File: src/rtl/cs_cls_pkg.sv
package cs_cls_pkg;

  typedef enum logic [1:0] {
    ACC_IDLE = 2'd0,
    ACC_CS   = 2'd1,
    ACC_DRAM = 2'd2,
    ACC_EXT  = 2'd3
  } acc_kind_e;

  localparam int CTRL_W = 3;

  function automatic logic [2:0] bytes_of(input logic [1:0] ps);
    case (ps)
      2'b01:   bytes_of = 3'd1;
      2'b10:   bytes_of = 3'd2;
      default: bytes_of = 3'd4;
    endcase
  endfunction

endpackage

File: src/rtl/cs_cls_regfile.sv
module cs_cls_regfile #(
  parameter int ADDR_W = 32,
  parameter int N_REG  = 6,
  parameter int RA_W   = 5
) (
  input  logic                               clk,
  input  logic                               rst_n,
  input  logic                               wr_en,
  input  logic [RA_W-1:0]                    wr_addr,
  input  logic [ADDR_W-1:0]                  wr_data,
  output logic [N_REG-1:0][ADDR_W-1:0]       base_o,
  output logic [N_REG-1:0][ADDR_W-1:0]       mask_o,
  output logic [N_REG-1:0][cs_cls_pkg::CTRL_W-1:0] ctrl_o,
  output logic                               boot_o
);
  import cs_cls_pkg::*;

  localparam int RG_W = RA_W - 2;

  logic [N_REG-1:0][ADDR_W-1:0] base_q, base_d, mask_q, mask_d;
  logic [N_REG-1:0][CTRL_W-1:0] ctrl_q, ctrl_d;
  logic                         boot_q, boot_d;
  logic [RG_W-1:0]              wr_rgn;
  logic [1:0]                   wr_fld;

  assign wr_rgn = wr_addr[RA_W-1:2];
  assign wr_fld = wr_addr[1:0];

  always_comb begin
    base_d = base_q;
    mask_d = mask_q;
    ctrl_d = ctrl_q;
    boot_d = boot_q;
    for (int i = 0; i < N_REG; i++) begin
      if (wr_en && wr_rgn == RG_W'(i)) begin
        case (wr_fld)
          2'd0:    base_d[i] = wr_data;
          2'd1:    mask_d[i] = wr_data;
          2'd2:    ctrl_d[i] = wr_data[CTRL_W-1:0];
          default: ;
        endcase
      end
    end
    if (wr_en && wr_rgn == '0 && wr_fld == 2'd1 && wr_data[0])
      boot_d = 1'b0;
  end

  always_ff @(posedge clk or negedge rst_n) begin
    if (!rst_n) begin
      base_q <= '0;
      mask_q <= '0;
      ctrl_q <= '0;
      boot_q <= 1'b1;
    end else if (wr_en) begin
      base_q <= base_d;
      mask_q <= mask_d;
      ctrl_q <= ctrl_d;
      boot_q <= boot_d;
    end
  end

  assign base_o = base_q;
  assign mask_o = mask_q;
  assign ctrl_o = ctrl_q;
  assign boot_o = boot_q;

endmodule

File: src/rtl/cs_cls_match.sv
module cs_cls_match #(
  parameter int ADDR_W = 32
) (
  input  logic [ADDR_W-1:0] addr,
  input  logic [ADDR_W-1:0] base,
  input  logic [ADDR_W-1:0] mask,
  output logic              hit
);
  logic [ADDR_W-1:0] care;

  // bit 0 of the mask is the valid flag, so address bit 0 is never compared
  assign care = ~{mask[ADDR_W-1:1], 1'b1};
  assign hit  = mask[0] && (((addr ^ base) & care) == '0);

endmodule

File: src/rtl/cs_cls_resolve.sv
module cs_cls_resolve #(
  parameter int N_CS = 4,
  parameter int N_DR = 2,
  parameter int DI_W = 1
) (
  input  logic                                   req_valid,
  input  logic                                   boot,
  input  logic [N_CS-1:0]                        cs_hit,
  input  logic [N_DR-1:0]                        dr_hit,
  input  logic [N_CS-1:0][cs_cls_pkg::CTRL_W-1:0] cs_ctrl,
  input  logic [N_DR-1:0][cs_cls_pkg::CTRL_W-1:0] dr_ctrl,
  output logic [N_CS-1:0]                        cs_n,
  output cs_cls_pkg::acc_kind_e                  kind,
  output logic [DI_W-1:0]                        dram_idx,
  output logic [1:0]                             port_size,
  output logic [2:0]                             bus_bytes,
  output logic                                   burst_en,
  output logic                                   undef
);
  import cs_cls_pkg::*;

  int unsigned n_cs, n_dr;
  logic [CTRL_W-1:0] sel_ctrl;

  assign n_cs = $countones(cs_hit);
  assign n_dr = $countones(dr_hit);

  always_comb begin
    cs_n      = '1;
    kind      = ACC_IDLE;
    dram_idx  = '0;
    sel_ctrl  = '0;
    undef     = 1'b0;
    port_size = 2'b00;
    bus_bytes = 3'd0;
    burst_en  = 1'b0;
    if (req_valid) begin
      if (boot) begin
        cs_n[0]  = 1'b0;
        kind     = ACC_CS;
        sel_ctrl = cs_ctrl[0];
      end else if (n_cs == 0 && n_dr == 0) begin
        kind = ACC_EXT;
      end else if (n_cs == 1 && n_dr == 0) begin
        kind = ACC_CS;
        for (int i = 0; i < N_CS; i++) begin
          if (cs_hit[i]) begin
            cs_n[i]  = 1'b0;
            sel_ctrl = cs_ctrl[i];
          end
        end
      end else if (n_cs == 0 && n_dr == 1) begin
        kind = ACC_DRAM;
        for (int j = 0; j < N_DR; j++) begin
          if (dr_hit[j]) begin
            dram_idx = DI_W'(j);
            sel_ctrl = dr_ctrl[j];
          end
        end
      end else begin
        undef = 1'b1;
      end
      if (kind == ACC_CS || kind == ACC_DRAM) begin
        port_size = sel_ctrl[1:0];
        burst_en  = sel_ctrl[2];
        bus_bytes = bytes_of(sel_ctrl[1:0]);
      end else if (kind == ACC_EXT) begin
        bus_bytes = 3'd4;
      end
    end
  end

endmodule

File: src/rtl/cs_access_classifier.sv
module cs_access_classifier #(
  parameter int N_CS   = 4,
  parameter int N_DR   = 2,
  parameter int ADDR_W = 32,
  localparam int N_REG = N_CS + N_DR,
  localparam int RA_W  = $clog2(N_REG) + 2,
  localparam int DI_W  = (N_DR > 1) ? $clog2(N_DR) : 1
) (
  input  logic              clk,
  input  logic              rst_n,
  input  logic              wr_en,
  input  logic [RA_W-1:0]   wr_addr,
  input  logic [ADDR_W-1:0] wr_data,
  input  logic              req_valid,
  input  logic [ADDR_W-1:0] req_addr,
  output logic [N_CS-1:0]   cs_n_o,
  output logic [1:0]        kind_o,
  output logic [DI_W-1:0]   dram_idx_o,
  output logic [1:0]        port_size_o,
  output logic [2:0]        bus_bytes_o,
  output logic              burst_en_o,
  output logic              undef_o
);
  import cs_cls_pkg::*;

  // reset: asserted at once, released through two flops
  logic rst_meta_q, rst_sync_n;
  always_ff @(posedge clk or negedge rst_n) begin
    if (!rst_n) begin
      rst_meta_q <= 1'b0;
      rst_sync_n <= 1'b0;
    end else begin
      rst_meta_q <= 1'b1;
      rst_sync_n <= rst_meta_q;
    end
  end

  logic [N_REG-1:0][ADDR_W-1:0] base_w, mask_w;
  logic [N_REG-1:0][CTRL_W-1:0] ctrl_w;
  logic                         boot_mode;

  cs_cls_regfile #(.ADDR_W(ADDR_W), .N_REG(N_REG), .RA_W(RA_W)) u_regs (
    .clk(clk), .rst_n(rst_sync_n), .wr_en(wr_en), .wr_addr(wr_addr),
    .wr_data(wr_data), .base_o(base_w), .mask_o(mask_w), .ctrl_o(ctrl_w),
    .boot_o(boot_mode)
  );

  logic [N_REG-1:0] hit_w;
  for (genvar g = 0; g < N_REG; g++) begin : g_match
    cs_cls_match #(.ADDR_W(ADDR_W)) u_match (
      .addr(req_addr), .base(base_w[g]), .mask(mask_w[g]), .hit(hit_w[g])
    );
  end

  logic [N_CS-1:0][CTRL_W-1:0] cs_ctrl_w;
  logic [N_DR-1:0][CTRL_W-1:0] dr_ctrl_w;
  assign cs_ctrl_w = ctrl_w[N_CS-1:0];
  assign dr_ctrl_w = ctrl_w[N_REG-1:N_CS];

  logic [N_CS-1:0] cs_n_d;
  acc_kind_e       kind_d;
  logic [DI_W-1:0] dram_idx_d;
  logic [1:0]      port_size_d;
  logic [2:0]      bus_bytes_d;
  logic            burst_en_d, undef_d;

  cs_cls_resolve #(.N_CS(N_CS), .N_DR(N_DR), .DI_W(DI_W)) u_resolve (
    .req_valid(req_valid), .boot(boot_mode),
    .cs_hit(hit_w[N_CS-1:0]), .dr_hit(hit_w[N_REG-1:N_CS]),
    .cs_ctrl(cs_ctrl_w), .dr_ctrl(dr_ctrl_w),
    .cs_n(cs_n_d), .kind(kind_d), .dram_idx(dram_idx_d),
    .port_size(port_size_d), .bus_bytes(bus_bytes_d),
    .burst_en(burst_en_d), .undef(undef_d)
  );

  always_ff @(posedge clk or negedge rst_sync_n) begin
    if (!rst_sync_n) begin
      cs_n_o      <= '1;
      kind_o      <= ACC_IDLE;
      dram_idx_o  <= '0;
      port_size_o <= '0;
      bus_bytes_o <= '0;
      burst_en_o  <= 1'b0;
      undef_o     <= 1'b0;
    end else begin
      cs_n_o      <= cs_n_d;
      kind_o      <= kind_d;
      dram_idx_o  <= dram_idx_d;
      port_size_o <= port_size_d;
      bus_bytes_o <= bus_bytes_d;
      burst_en_o  <= burst_en_d;
      undef_o     <= undef_d;
    end
  end

endmodule

File: config.mk
export PLATFORM = sky130hd
export DESIGN_NAME = cs_access_classifier
export DESIGN_NICKNAME = d
export VERILOG_FILES = /design/src/rtl/cs_cls_pkg.sv /design/src/rtl/cs_cls_regfile.sv /design/src/rtl/cs_cls_match.sv /design/src/rtl/cs_cls_resolve.sv /design/src/rtl/cs_access_classifier.sv
export SDC_FILE = /design/constraint.sdc
export NUM_CORES = 1
export LEC_CHECK = 0
export BUFFER_PORTS_ARGS = -buffer_cell sky130_fd_sc_hd__buf_4
export CAP_MARGIN = 20
export CORE_UTILIZATION = 56
export DETAILED_ROUTE_END_ITERATION = 10
export PLACE_DENSITY = 0.77
export SYNTH_ARGS = -nofsm -noshare
export SYNTH_HDL_FRONTEND = slang
export SYNTH_SLANG_ARGS = --single-unit
File: constraint.sdc
create_clock -name clk -period 11.3 [get_ports clk]
set_input_delay 2.26 -clock clk [delete_from_list [all_inputs] [get_ports clk]]
set_output_delay 2.26 -clock clk [all_outputs]
set_load 0.01 [all_outputs]
**Word-level counts from Yosys, hierarchy flattened**

Index checks and enable logic that the tools add are counted.

- Register bits after elaboration: 419

- Reduce and logical (&&, ||, !) cells: 47
- $add $sub $neg: 4
- Bitwise logic cells: 18
- Muxes and demuxes: 45
- Eq/ne operators: 14

Operator list:

| operator | number |
|---|---|
| logical NOT 32 bit | 8 |
| AND 32 bit | 6 |
| inverter 32 bit | 6 |
| XOR 32 bit | 6 |
| equality test 32 x 1 -> 1 bit (second input constant) | 2 |
| AND reduction 3 bit | 18 |
| 2-to-1 mux 3 bit | 15 |
| adder 32 bit | 1 |
| 2-to-1 mux 1 bit | 18 |
| logical AND 1 bit | 17 |
| 2-to-1 mux 2 bit | 8 |
| 2-to-1 mux 4 bit | 3 |
| equality test 2 bit (second input constant) | 4 |
| adder 1 x 1 -> 2 bit | 3 |
| equality test 2 x 1 -> 1 bit (second input constant) | 3 |
| equality test 3 x 2 -> 1 bit (second input constant) | 2 |
| equality test 3 bit (second input constant) | 2 |
| one-hot mux 3 bit (2 select lines) | 1 |
| equality test 3 x 1 -> 1 bit (second input constant) | 1 |
| logical NOT 3 bit | 1 |
| logical NOT 2 bit | 1 |
| AND reduction 2 bit | 1 |
| logical OR 1 bit | 1 |

**Depth between registers and ports, before layout**

Gate-level depths: netlist of the first run.

- Depth in word-level cells: 17
- Mapped depth: 19
- Gate-level depth less buffers: 18

**By module**

From an unflattened synthesis of the first run, not the netlist that was laid out.

- Cells, all modules: 1342
- Area, all modules: 18614.1 um2

Modules (own cells, without submodules):

| module | cells each | instances | area each (um2) |
|---|---|---|---|
| cs_cls_regfile | 906 | 1 | 15163.3 |
| cs_cls_match | 57 | 6 | 414.1 |
| cs_cls_resolve | 77 | 1 | 556.8 |
| cs_access_classifier | 17 | 1 | 409.1 |

**Worst setup path after synthesis of the first run**

Ideal clock, no wire load.

- Kind: input -> register
- From: in req_addr[7]
- To: reg bus_bytes_o[2]
- Slack: 5894 ps
- Buffers on the path: 1
- Data arrival time: 5286 ps
- Cell stages on the path: 17
- Path through: buf_6 -> xnor2_1 -> o22ai_1 -> nor4_2 -> nand4_2 -> inv_1 -> ha_1 -> ha_1 -> inv_1 -> fa_1 -> nand4_1 -> a21oi_1 -> nor4bb_1 -> nor2_1 -> ha_1 -> mux2i_1 -> nor2b_1

- Cells in the longest elaborated chain, start to end: 17
- Elaborated cells on any way between the ends: 61
- Classes of those cells: add/sub (4); eq/ne (7); mux (20); bitwise (12); reduce/logical (18)

RTL lines:

| what | line | text |
|---|---|---|
| start: declaration | cs_access_classifier.sv:15 | `input logic [ADDR_W-1:0] req_addr,` |
| XOR 32 bit | cs_cls_match.sv:13 | `assign hit = mask[0] && (((addr ^ base) & care) == '0);` |
| AND 32 bit | cs_cls_match.sv:13 |  |
| logical NOT 32 bit | cs_cls_match.sv:13 |  |
| logical AND 1 bit | cs_cls_match.sv:13 |  |
| adder 1 x 1 -> 2 bit (not written as such) | cs_cls_resolve.sv:25 | `assign n_cs = $countones(cs_hit);` |
| adder 32 bit (not written as such) | cs_cls_resolve.sv:25 |  |
| logical NOT 32 bit | cs_cls_resolve.sv:42, cs_cls_resolve.sv:52 |  |
| logical AND 1 bit | cs_cls_resolve.sv:52 | `end else if (n_cs == 0 && n_dr == 1) begin` |
| (+2 left out) | n/a |  |
| 2-to-1 mux 3 bit or 2-to-1 mux 2 bit (tied branches) | cs_cls_resolve.sv:42 | `end else if (n_cs == 0 && n_dr == 0) begin` |
| 2-to-1 mux 3 bit or 2-to-1 mux 2 bit (tied branches) | cs_cls_resolve.sv:38 | `if (boot) begin` |
| 2-to-1 mux 3 bit or 2-to-1 mux 2 bit (tied branches) | cs_cls_resolve.sv:37 | `if (req_valid) begin` |
| equality test 2 bit (tied with other cells) | cs_cls_pkg.sv:13 | `case (ps)` |
| one-hot mux 3 bit (2 select lines) (tied with other cells) | cs_cls_pkg.sv:13 |  |
| 2-to-1 mux 3 bit * | cs_cls_resolve.sv:63 | `if (kind == ACC_CS \|\| kind == ACC_DRAM) begin` |
| 2-to-1 mux 3 bit * | cs_cls_resolve.sv:37 |  |
| net bus_bytes_d[2] | cs_access_classifier.sv:64 | `logic [2:0] bus_bytes_d;` |
| end signal: assignment | cs_access_classifier.sv:90 | `bus_bytes_o <= bus_bytes_d;` |
| end: declaration | cs_access_classifier.sv:20 | `output logic [2:0] bus_bytes_o,` |

The timed path passes the listed nets; every way through them passes the cells marked *. The select of a mux whose other input is x is not followed.
A chain may end at the register's enable or synchronous reset.

**Worst setup path after layout of the first run**

- From: in req_addr[13]
- To: reg bus_bytes_o[2]

The elaborated chain is that of the path after synthesis.

==> qor.yml, run 1 <==
cp-start-kind: "input port"
r2r-end: "bus_bytes_o[2]$_DFF_PN0_"
synth_nets: 1433
via_per_inst: 5.86
cts-root-buf: "clkbuf_16"
crit_fanout: 6
cts_tree: "built"
initial_core_util: 0.571
track_usage: 0.267
yosysSeqAreaShare: 0.555
layout-drive-gt1-share: 0.417
ir_drop_uv: 107
grt_setup_unrepaired: "no"
cts_buffers: 43
arrival_ns: 6.68
crit_slowest_cell: "nor4_1"
finalSetupTns_ns: 0
max_stage_delay_ns: 0.82
ant_nets: 0
syn_inst: 1352
synth_flop_cell: "dfrtp_1"
h-tree-depth: 2
grt_max_degree: 155
first_pass_iters: 5
fin_skew_ns: 0.0104
io-pin-count: 87
wl_mm: 43.6
nNetsFinal: 1472
synthAdderAreaFrac: 0.00577
ys_async_sr_fraction: 1.00
min_period_over_period: 0.554
met2_length_mm: 20.5
drv_slew: 0
rows: 66
required_ns: 11.71
wl_per_cell_um: 23.4
worstSetupStartpoint: "req_addr[13]"
finalHoldViolCount: 0
crit_top_cell: "ha_1"
ff2ff_setup_slack_ns: 6.59
ys_seq_elements: 413
highest_layer: "met4"
syn2layout_area_growth_pct: 11.7
postCtsSetupBuffers: 0
synth_mux_area_frac: 0.240
routedLengthMet1_mm: 19.2
cts.sinks: 413
cellPowerDensity_nw_per_um2: 194
port_buffers: 85
status: "complete, no violations"
hold_buffers: 0
core_um2: 32600
grt_pass1_wl_mm: 67.3
drtIter0Drc: 666
synth-compound-area-share: 0.0416
finalSetupViolCount: 0
finalPower_w: 0.00405
clk_pin_slew_ns: 0.06
grt-ovfl-total: 0
synth_xor_area_frac: 0.0906
yosys_warnings: 0
p_leak_nw: 9.24
vias: 10900
cp-endpoint: "bus_bytes_o[2]$_DFF_PN0_"
syn_area_per_cell_um2: 13.8
dieArea_um2: 34000
worstPathCellList: "buf_4 > xnor2_1 > o22ai_1 > nor4_1 > nand4_1 > inv_1 > ha_1 > ha_1 > inv_1 > fa_1 > nand4_1 > a21oi_1 > nor4bb_1 > nor2_1 > ha_1 > mux2i_1 > nor2b_1"
grt_antenna_before_repair: 0
endpoint_kind: "flip-flop"
timing.rr.start: "u_regs.base_o[71]$_DFFE_PN0P_"
diodes: 0
reg2regPathDepth: 16
synth_top_family_by_area: "multiplexers"
hpwlAfterDp_mm: 28.8
crit_type: "in -> reg"
clk_latency_ns: 0.53
synth_cell_types: 47
syn_area_um2: 18600
die_y_um: 184
period_minus_slack_ns: 6.26
worstMarginPinSlew_ns: 1.09
die_w_um: 184
wl_met3_mm: 2.15
drv_cap: 0
drc: 0
slew_headroom: 0.276
synth_enable_flop_cells: 0
max-clock-path-buffers: 3
synth_simple_gate_area_frac: 0.0324
grt_pass1_vias: 11200
cts_resized: 0
fmax_ghz: 0.160
min_path_type: "reg -> reg"
place.gp.congestion: 0.915
power breakdown:
group	internal [W]	switching, W	total [W]
Combinational	0.000391	0.000318	0.000709
Clock	0.000845	0.000559	0.00140
Sequential	0.00176	0.000171	0.00193
Total	0.00300	0.00105	0.00405
cell type report:
class                   instances  area (um2)
fillers                      2412       11800
inverters                      16        60.1
repair buffers                 96         746
clock inverters                 7        62.6
multi-input cells             821        7680
clock buffers                  68        1360
well taps                     442         553
flip-flops and latches        413       10300
worst min-delay path by stage:
stage	slack, ns	startpoint	endpoint	cells past startpoint
after floorplan	0.33	rst_meta_q$_DFF_PN0_	rst_sync_n$_DFF_PN0_	0
after global placement	0.33	rst_meta_q$_DFF_PN0_	rst_sync_n$_DFF_PN0_	0
after detailed placement	0.34	rst_meta_q$_DFF_PN0_	rst_sync_n$_DFF_PN0_	0
after CTS	0.35	rst_meta_q$_DFF_PN0_	rst_sync_n$_DFF_PN0_	0
after global routing	0.35	rst_meta_q$_DFF_PN0_	rst_sync_n$_DFF_PN0_	0
final	0.35	rst_meta_q$_DFF_PN0_	rst_sync_n$_DFF_PN0_	0
per-stage QoR:
step	cells	setup slack, ns	hold WS [ns]	utilization	instance area [um2]
after floorplan	1352	4.57	0.331	-	18600
after global placement	1787	4.68	0.333	0.594	19400
after detailed placement	1787	4.57	0.338	0.594	19400
after CTS	1862	5.09	0.350	0.637	20800
after global routing	1863	4.67	0.352	0.638	20800
final	1863	5.04	0.347	0.638	20800
state kept, by name (all words and copies together), names as in the netlist, 2 cells and up:
register       count
u_regs.mask_o    192
u_regs.base_o    186
u_regs.ctrl_o     18
cs_n_o             4
bus_bytes_o        3
kind_o             2
port_size_o        2
critical path, delay by kind of cell:
kind / cells / cell delay, ns
buf+inv: 3 / 0.42
mux: 1 / 0.14
simple gates: 6 / 2.23
fa+ha+maj: 4 / 1.18
compound gates: 2 / 0.28
xor+xnor: 1 / 0.16
synthesized netlist by cell type, drive strengths merged, types with 2 or more instances:
master    n  share of area
nand4     5         0.0020
nor2     18         0.0040
and3      6         0.0020
xnor2   186          0.091
dfrtp   408           0.55
o21a      2        0.00081
nor3      8         0.0021
nor2b     5         0.0018
a21oi     3        0.00081
mux2    393           0.24
nand2    30         0.0062
ha        7         0.0047
o22ai    90          0.030
nor4     24         0.0094
o21ai    16         0.0043
nor4bb    2         0.0011
inv      16         0.0032
buf      51          0.021
nand3     3        0.00081
mux2i     5         0.0027
dfstp     5         0.0071
or2       3         0.0010
clkbuf   51          0.010
a31oi     2        0.00067
layer usage:
metal,vias to the layer above,GRT usage
met5,-,0
met4,0,0.107
met3,90,0.0415
met2,264,0.424
met1,5737,0.370
li1,4829,-
logic make-up after synthesis:
logic type | after synthesis
mux | 398
simple gates | 108
other cells | 1
xor+xnor | 186
buf+inv | 118
compound gates | 120
flops | 413
fa+ha+maj | 8
cells in the final DEF, fill, tap and decap left out, types with 3 or more instances in the layout:
cell         n
a21oi_1      3
and3_1       4
buf_4       94
clkbuf_1     8
clkbuf_16   45
clkbuf_8    15
clkinv_2     5
dfrtp_1    407
dfstp_2      5
ha_1         7
inv_1       16
mux2_2     393
mux2i_1      5
nand2_1     25
nand2_2      5
nand3_1      3
nand4_1      4
nor2_1      16
nor2b_1      4
nor3_1       7
nor4_1      20
nor4_2       4
o21ai_0     16
o22ai_1     90
xnor2_1    178
xnor2_2      8
No activity file was read; power rests on OpenSTA's default activity.
==> run 2, diff against run 1 <==
Settings changed: ABC_AREA set to 1, CORE_UTILIZATION 56 to 62, PLACE_DENSITY 0.77 to 0.8.
Clock period 11.3 ns to 6.35 ns, I/O delays scaled along.
==> run 2 against run 1 <==
Compared with the run above:
- critical path depth is 7 higher
- synthesized cell count is 72% higher
- utilization is 6.4 points higher
- highest routed layer unchanged
==> qor.yml, run 2 <==
status: "complete, no violations"
grt_antenna_before_repair: 0  # unchanged
r2r-end: "burst_en_o$_DFF_PN0_"
cts_buffers: 43  # unchanged
clkPwrFrac: 0.351  # +0.004
max_stage_delay_ns: 0.40  # -0.42 ns
gr-usage-met1: 0.448  # +0.0780
p_leak_nw: 10.3  # +11%
use_met2: 0.524  # +0.101
syn_area_per_cell_um2: 8.09  # -41%
synth_enable_flop_cells: 0  # unchanged
synth_xor_area_frac: 0.0232  # -0.0674
grtUsageMet3: 0.0627  # +0.0212
h-tree-depth: 2  # unchanged
worstMarginPinSlew_ns: 1.06  # -0.0238 ns
hpwlAfterDp_mm: 31.0  # +7.7%
first_pass_iters: 6  # +1
synth_cell_types: 33  # -30%
hold_buffers: 0  # unchanged
wl_per_cell_um: 17.7  # -24%
synth_flop_cell: "dfrtp_1"
post-route-util: 0.702  # +0.0643
required_ns: 6.82  # -4.89 ns
synth_mux_area_frac: 0  # -0.240
synth_top_family_by_area: "simple AND/OR/NAND/NOR gates"
vias: 15600  # +43%
drc: 0  # unchanged
max-clock-path-buffers: 3  # unchanged
synth_simple_gate_area_frac: 0.215  # +0.182
comb_power_share: 0.167  # -0.008
drv_slew: 0  # unchanged
cts.sinks: 413  # unchanged
p_seq_frac: 0.482  # +0.004
die_w_um: 176  # -4.4%
hold_ws_ns: 0.343  # -0.00403 ns
min_period_over_period: 0.714
grt_max_degree: 187  # +21%
synth_top_area_cell: "dfrtp_1"
cts_resized: 0  # unchanged
syn2layout_area_growth_pct: 11.1
final_cell_mix: "nand2_1 (727), o21ai_0 (421), dfrtp_1 (407)"
cellPowerDensity_nw_per_um2: 337  # +73%
wl_mm: 48.9  # +12%
clk_latency_ns: 0.54  # about the same
drv_cap: 0  # unchanged
core_um2: 29800  # -8.7%
ff2ff_setup_slack_ns: 2.35  # -4.24 ns
synth_nets: 2409  # +68%
grt_pass1_wl_mm: 78.4  # +17%
synth.most_common_cell: "nand2_1"
synthAdderAreaFrac: 0.00571  # -0.0000629
crit_type: "in -> reg"
diodes: 0  # unchanged
fin_skew_ns: 0.00974  # -0.000618 ns
regArea_um2: 10300  # unchanged
fillCellCount: 2349  # -2.6%
yosysSeqAreaShare: 0.549  # -0.00604
reg2regPathDepth: 25  # +9
internal_power_w: 0.00504  # +68%
dieArea_um2: 31100  # -8.6%
crit_top_cell: "nand2_1"
grt_setup_unrepaired: "no"
ant_nets: 0  # unchanged
layout-drive-gt1-share: 0.0878  # -0.329
grt-ovfl-total: 0  # unchanged
nNetsFinal: 2420  # +64%
finalSetupViolCount: 0  # unchanged
via_per_inst: 5.66  # -3.4%
syn_inst: 2328  # +72%
io-pin-count: 87  # unchanged
timing.rr.start: "u_regs.base_o[111]$_DFFE_PN0P_"
synth-compound-area-share: 0.137  # +0.0952
finalHoldViolCount: 0  # unchanged
finalSetupTns_ns: 0  # unchanged
synth_top_area_frac: 0.542  # -0.00597
switching_share: 0.285  # +0.0263
ys_seq_elements: 413  # unchanged
drtIter0Drc: 1499  # +130%
slew_headroom: 0.292  # +0.0158
clk_pin_slew_ns: 0.05  # about the same
postCtsSetupBuffers: 0  # unchanged
crit_fanout: 12  # +6
crit_slowest_cell: "fa_1"
largest_register_ffs: 192  # unchanged
min_path_type: "reg -> async"
netlist_top_cells_count: "nand2_1 (733), o21ai_0 (421), dfrtp_1 (408)"
syn_area_um2: 18800  # +1.1%
worstPathBufferInverterCount: 6  # +3
busiest_layer: "met2"
layout_commonest_cell: "nand2_1"
port_buffers: 85  # unchanged
cp-start-kind: "input port"
fmax_ghz: 0.221
endpoint_kind: "flip-flop"
synth_area_leaders: "dfrtp_1 (54%), nand2_1 (15%), o21ai_0 (11%)"
ir_drop_uv: 246  # +130%
period_minus_slack_ns: 4.53
grt_pass1_vias: 15000  # +34%
track_usage: 0.328  # +0.0608
critical_path.top_delay_family: "simple AND/OR/NAND/NOR gates"
place.gp.congestion: 0.881  # -3.8%
initial_core_util: 0.632  # +0.0610
rows: 63  # -4.5%
multi_input_comb_area_um2: 7220  # -6.0%
cts_tree: "built"
power.switching_w: 0.00201  # +92%
die_y_um: 176  # -4.4%
arrival_ns: 5.00  # -1.68 ns
cts-root-buf: "clkbuf_16"
ys_async_sr_fraction: 1.00  # unchanged
yosys_warnings: 0  # unchanged
worstPathCellList: "buf_4 > o21ai_0 > nand2_1 > nor2_1 > nand4_1 > nor2_1 > nand2_1 > inv_1 > ha_1 > ha_1 > inv_1 > fa_1 > nand2_1 > inv_1 > nand2_1 > nor2_1 > inv_1 > nand2_1 > inv_1 > nand2_1 > ha_1 > nand2_1 > o21bai_1 > a21oi_1"
## run 2: changes by cell type after synthesis, moves of 129 or more
cell / change
nor2_1: +170
mux2_2: -393
nand2_1: +704
inv_1: +151
o21ai_0: +405
xnor2_1: -129
## run 2: logic make-up after synthesis
kind of cell | count (synthesis)
compound gates | 511
xor+xnor | 50
fa+ha+maj | 8
buf+inv | 325
flops | 413
other cells | 1
simple gates | 1020
## run 2: stage by stage
step | area, um2 | setup WS [ns] | total power (W) | std cells
2_1_floorplan | 18800 | 2.14 | 0.00421 | 2328
3_3_place_gp | 19500 | 1.45 | 0.00451 | 2684
3_5_place_dp | 19500 | 1.33 | 0.00459 | 2684
4_1_cts | 20900 | 1.86 | 0.00707 | 2758
5_1_grt | 20900 | 1.54 | 0.00742 | 2758
6_report | 20900 | 1.82 | 0.00705 | 2758
## run 2: cell type report
cell class,count,share of cell area
multi-input cells,1590,0.345
repair buffers,99,0.0367
clock buffers,68,0.0622
flip-flops and latches,413,0.494
well taps,390,0.0233
clock inverters,6,0.00383
inverters,192,0.0347
## run 2: worst max path at each step
stage                 startpoint  cells after the start                       end
detailed placement  req_addr[31]                     24      burst_en_o$_DFF_PN0_
finish              req_addr[31]                     24      burst_en_o$_DFF_PN0_
global route        req_addr[13]                     26      burst_en_o$_DFF_PN0_
global placement    req_addr[31]                     24      burst_en_o$_DFF_PN0_
floorplan            req_addr[5]                     25  bus_bytes_o[2]$_DFF_PN0_
CTS                 req_addr[31]                     24      burst_en_o$_DFF_PN0_
## run 2: power by group through the flow
stage	Clock (W)	Combinational, W	Sequential, W
finish	0.00248	0.00118	0.00340
global route	0.00261	0.00136	0.00345
CTS	0.00250	0.00118	0.00339
detailed placement	0	0.00116	0.00343
global placement	0	0.00111	0.00340
floorplan	0	0.000813	0.00340
## run 2: metal layers
layer	vias up	share of wire
li1	7376	-
met1	7548	0.42
met2	590	0.46
met3	97	0.081
met4	0	0.035
met5	-	0
==> run 3, diff against run 2 <==
Settings changed: CORE_UTILIZATION 62 to 56, PLACE_DENSITY 0.8 to 0.77.
Clock period 6.35 ns to 3.65 ns, I/O delays scaled along.
==> run 3 against run 2 <==
Compared with the run above:
- setup slack got worse by 1.7 ns
- first-iteration DRC count shrank 9.4%
- final cell count grew 5.8%
- wire length is 3.9% higher
- critical endpoint is now bus_bytes_o[2]$_DFF_PN0_
- highest routed layer unchanged
==> qor.yml, run 3 (same netlist as run 2, synthesis figures left out) <==
status: "complete, no violations"
cts_buffers: 44  # +2.3%
fin_skew_ns: 0.0164  # +0.00663 ns
first_pass_iters: 5  # -1
cellPowerDensity_nw_per_um2: 567  # +68%
layout_commonest_cell: "nand2_1"
timing.rr.start: "u_regs.base_o[93]$_DFFE_PN0P_"
max-clock-path-buffers: 3  # unchanged
drv_cap: 0  # unchanged
crit_fanout: 4  # -8
endpoint_kind: "flip-flop"
period_minus_slack_ns: 3.52
nNetsFinal: 2523  # +4.3%
fillCellCount: 2675  # +14%
via_per_inst: 5.48  # -3.2%
track_usage: 0.308  # -0.0202
finalHoldViolCount: 0  # unchanged
timing.final.ws_setup_ns: 0.133  # -1.68 ns
multi_input_comb_area_um2: 7320  # +1.5%
rows: 66  # +4.8%
die_w_um: 185  # +5.2%
dp_cells: 2833  # +5.6%
p_leak_nw: 10.8  # +5.1%
cts-root-buf: "clkbuf_16"
port_buffers: 85  # unchanged
required_ns: 4.14  # -2.68 ns
ir_drop_uv: 433  # +76%
finalSetupViolCount: 0  # unchanged
final_cell_mix: "nand2_1 (722), o21ai_0 (420), dfrtp_1 (407)"
slew_headroom: 0.336  # +0.0435
clk_pin_slew_ns: 0.06  # about the same
cts_tree: "built"
fmax_ghz: 0.284
min_path_type: "in -> reg"
largest_register_ffs: 192  # unchanged
grt_pass1_vias: 15300  # +1.9%
worstSetupStartpoint: "u_regs.base_o[93]$_DFFE_PN0P_"
place.gp.congestion: 0.935  # +6.1%
ant_nets: 0  # unchanged
grt_setup_unrepaired: "yes"
arrival_ns: 4.00  # -1.00 ns
grt_pass1_wl_mm: 80.5  # +2.7%
vias: 16000  # +2.4%
initial_core_util: 0.575  # -0.0576
diodes: 0  # unchanged
post-route-util: 0.670  # -0.0320
reg2regPathDepth: 27  # +8.0%
post-place-ws_ns: -0.482  # -1.81 ns
hold_ws_ns: 0.322  # -0.0218 ns
drc: 0  # unchanged
finalPower_w: 0.0125  # +77%
layoutNonFillerInstCount: 2918  # +5.8%
cp-start-kind: "flip-flop"
grt-ovfl-total: 0  # unchanged
r2r-end: "bus_bytes_o[2]$_DFF_PN0_"
clk_latency_ns: 0.55  # about the same
cp-endpoint: "bus_bytes_o[2]$_DFF_PN0_"
drv_slew: 0  # unchanged
worstMarginPinSlew_ns: 0.995  # -0.0663 ns
grt_antenna_before_repair: 0  # unchanged
ff2ff_setup_slack_ns: 0.13  # -2.22 ns
wl_mm: 50.9  # +3.9%
hpwlAfterDp_mm: 33.1  # +6.7%
cts.sinks: 413  # unchanged
drtIter0Drc: 1358  # -9.4%
regArea_um2: 10300  # unchanged
crit_type: "reg -> reg"
syn2layout_area_growth_pct: 16.6
grt_max_degree: 82  # -56%
dieArea_um2: 34400  # +11%
core_um2: 32800  # +10%
h-tree-depth: 2  # unchanged
io-pin-count: 87  # unchanged
min_period_over_period: 0.963
die_y_um: 185  # +5.2%
layout-drive-gt1-share: 0.138  # +0.0499
wl_per_cell_um: 17.4  # -1.8%
-- run 3: cell count changes in the layout (fill, tap and decap cells not counted), sizes merged --
cell,previous run,this run
inv,188,191
clkinvlp,0,3
clkinv,8,10
buf,99,200
dlygate4sd3,0,1
clkbuf,68,67
bufinv,2,1
-- run 3: layout make-up --
type                       count  area share
clock buffer                  67      0.0591
clock inverter                13     0.00547
inverter                     192      0.0330
multi-input combinational   1590       0.333
sequential                   413       0.471
tap                          442      0.0252
timing repair buffer         201      0.0733
-- run 3: through the flow --
step	cell area, um2	setup TNS [ns]
3_3_place_gp	20400	-2.33
6_report	22000	0
3_5_place_dp	20400	-3.08
5_1_grt	22000	-0.0819
2_1_floorplan	18800	-162.42
4_1_cts	21800	0
-- run 3: layer usage --
metal	track usage	part of all wire
met2	0.505	0.47
met1	0.410	0.42
met5	0	0
met4	0.111	0.033
met3	0.0554	0.077
-- run 3: how the worst min path moves through the flow --
| stage | startpoint | to | slack [ns] | depth (start not counted) |
|---|---|---|---|---|
| 5_1_grt | wr_data[0] | u_regs.boot_o$_DFFE_PN1P_ | 0.33 | 2 |
| 4_1_cts | wr_data[0] | u_regs.boot_o$_DFFE_PN1P_ | 0.32 | 2 |
| 2_1_floorplan | rst_meta_q$_DFF_PN0_ | rst_sync_n$_DFF_PN0_ | 0.33 | 0 |
| 3_5_place_dp | rst_meta_q$_DFF_PN0_ | rst_sync_n$_DFF_PN0_ | 0.33 | 0 |
| 3_3_place_gp | rst_meta_q$_DFF_PN0_ | rst_sync_n$_DFF_PN0_ | 0.33 | 0 |
| 6_report | wr_data[0] | u_regs.boot_o$_DFFE_PN1P_ | 0.32 | 2 |
-- run 3: timing repair --
item | CTS | global route
endpoints found under the setup margin | 0 | 6
resized for setup | 0 | 28
hold buffers | 1 | 0
hold endpoints to repair | 2 | 0
setup buffers | 0 | 4
-- run 3: worst max-delay path: stages (launching register included) --
cell      delay [ns]
dfrtp_1         0.39
nor2_1          0.09
nor2_1          0.04
nand2_1         0.05
o21ai_1         0.11
buf_4           0.15
nor2_1          0.12
nand2_1         0.11
nor2_4          0.16
nand2_2         0.08
inv_1           0.12
ha_4            0.15
ha_4            0.12
inv_2           0.03
fa_1            0.47
nand2_1         0.07
nor3_1          0.17
inv_1           0.10
o21bai_1        0.16
inv_1           0.05
nand2_1         0.05
nand2_1         0.06
nand2_1         0.07
nand2_1         0.10
inv_2           0.05
ha_4            0.25
inv_2           0.03
a21oi_2         0.11
-- run 3: report_power, final --
group	switching [W]	internal, W	total [W]	leakage (nW)
Clock	0.00182	0.00254	0.00436	0.689
Combinational	0.00130	0.000884	0.00219	4.79
Sequential	0.000512	0.00540	0.00592	5.32
Total	0.00364	0.00882	0.0125	10.8
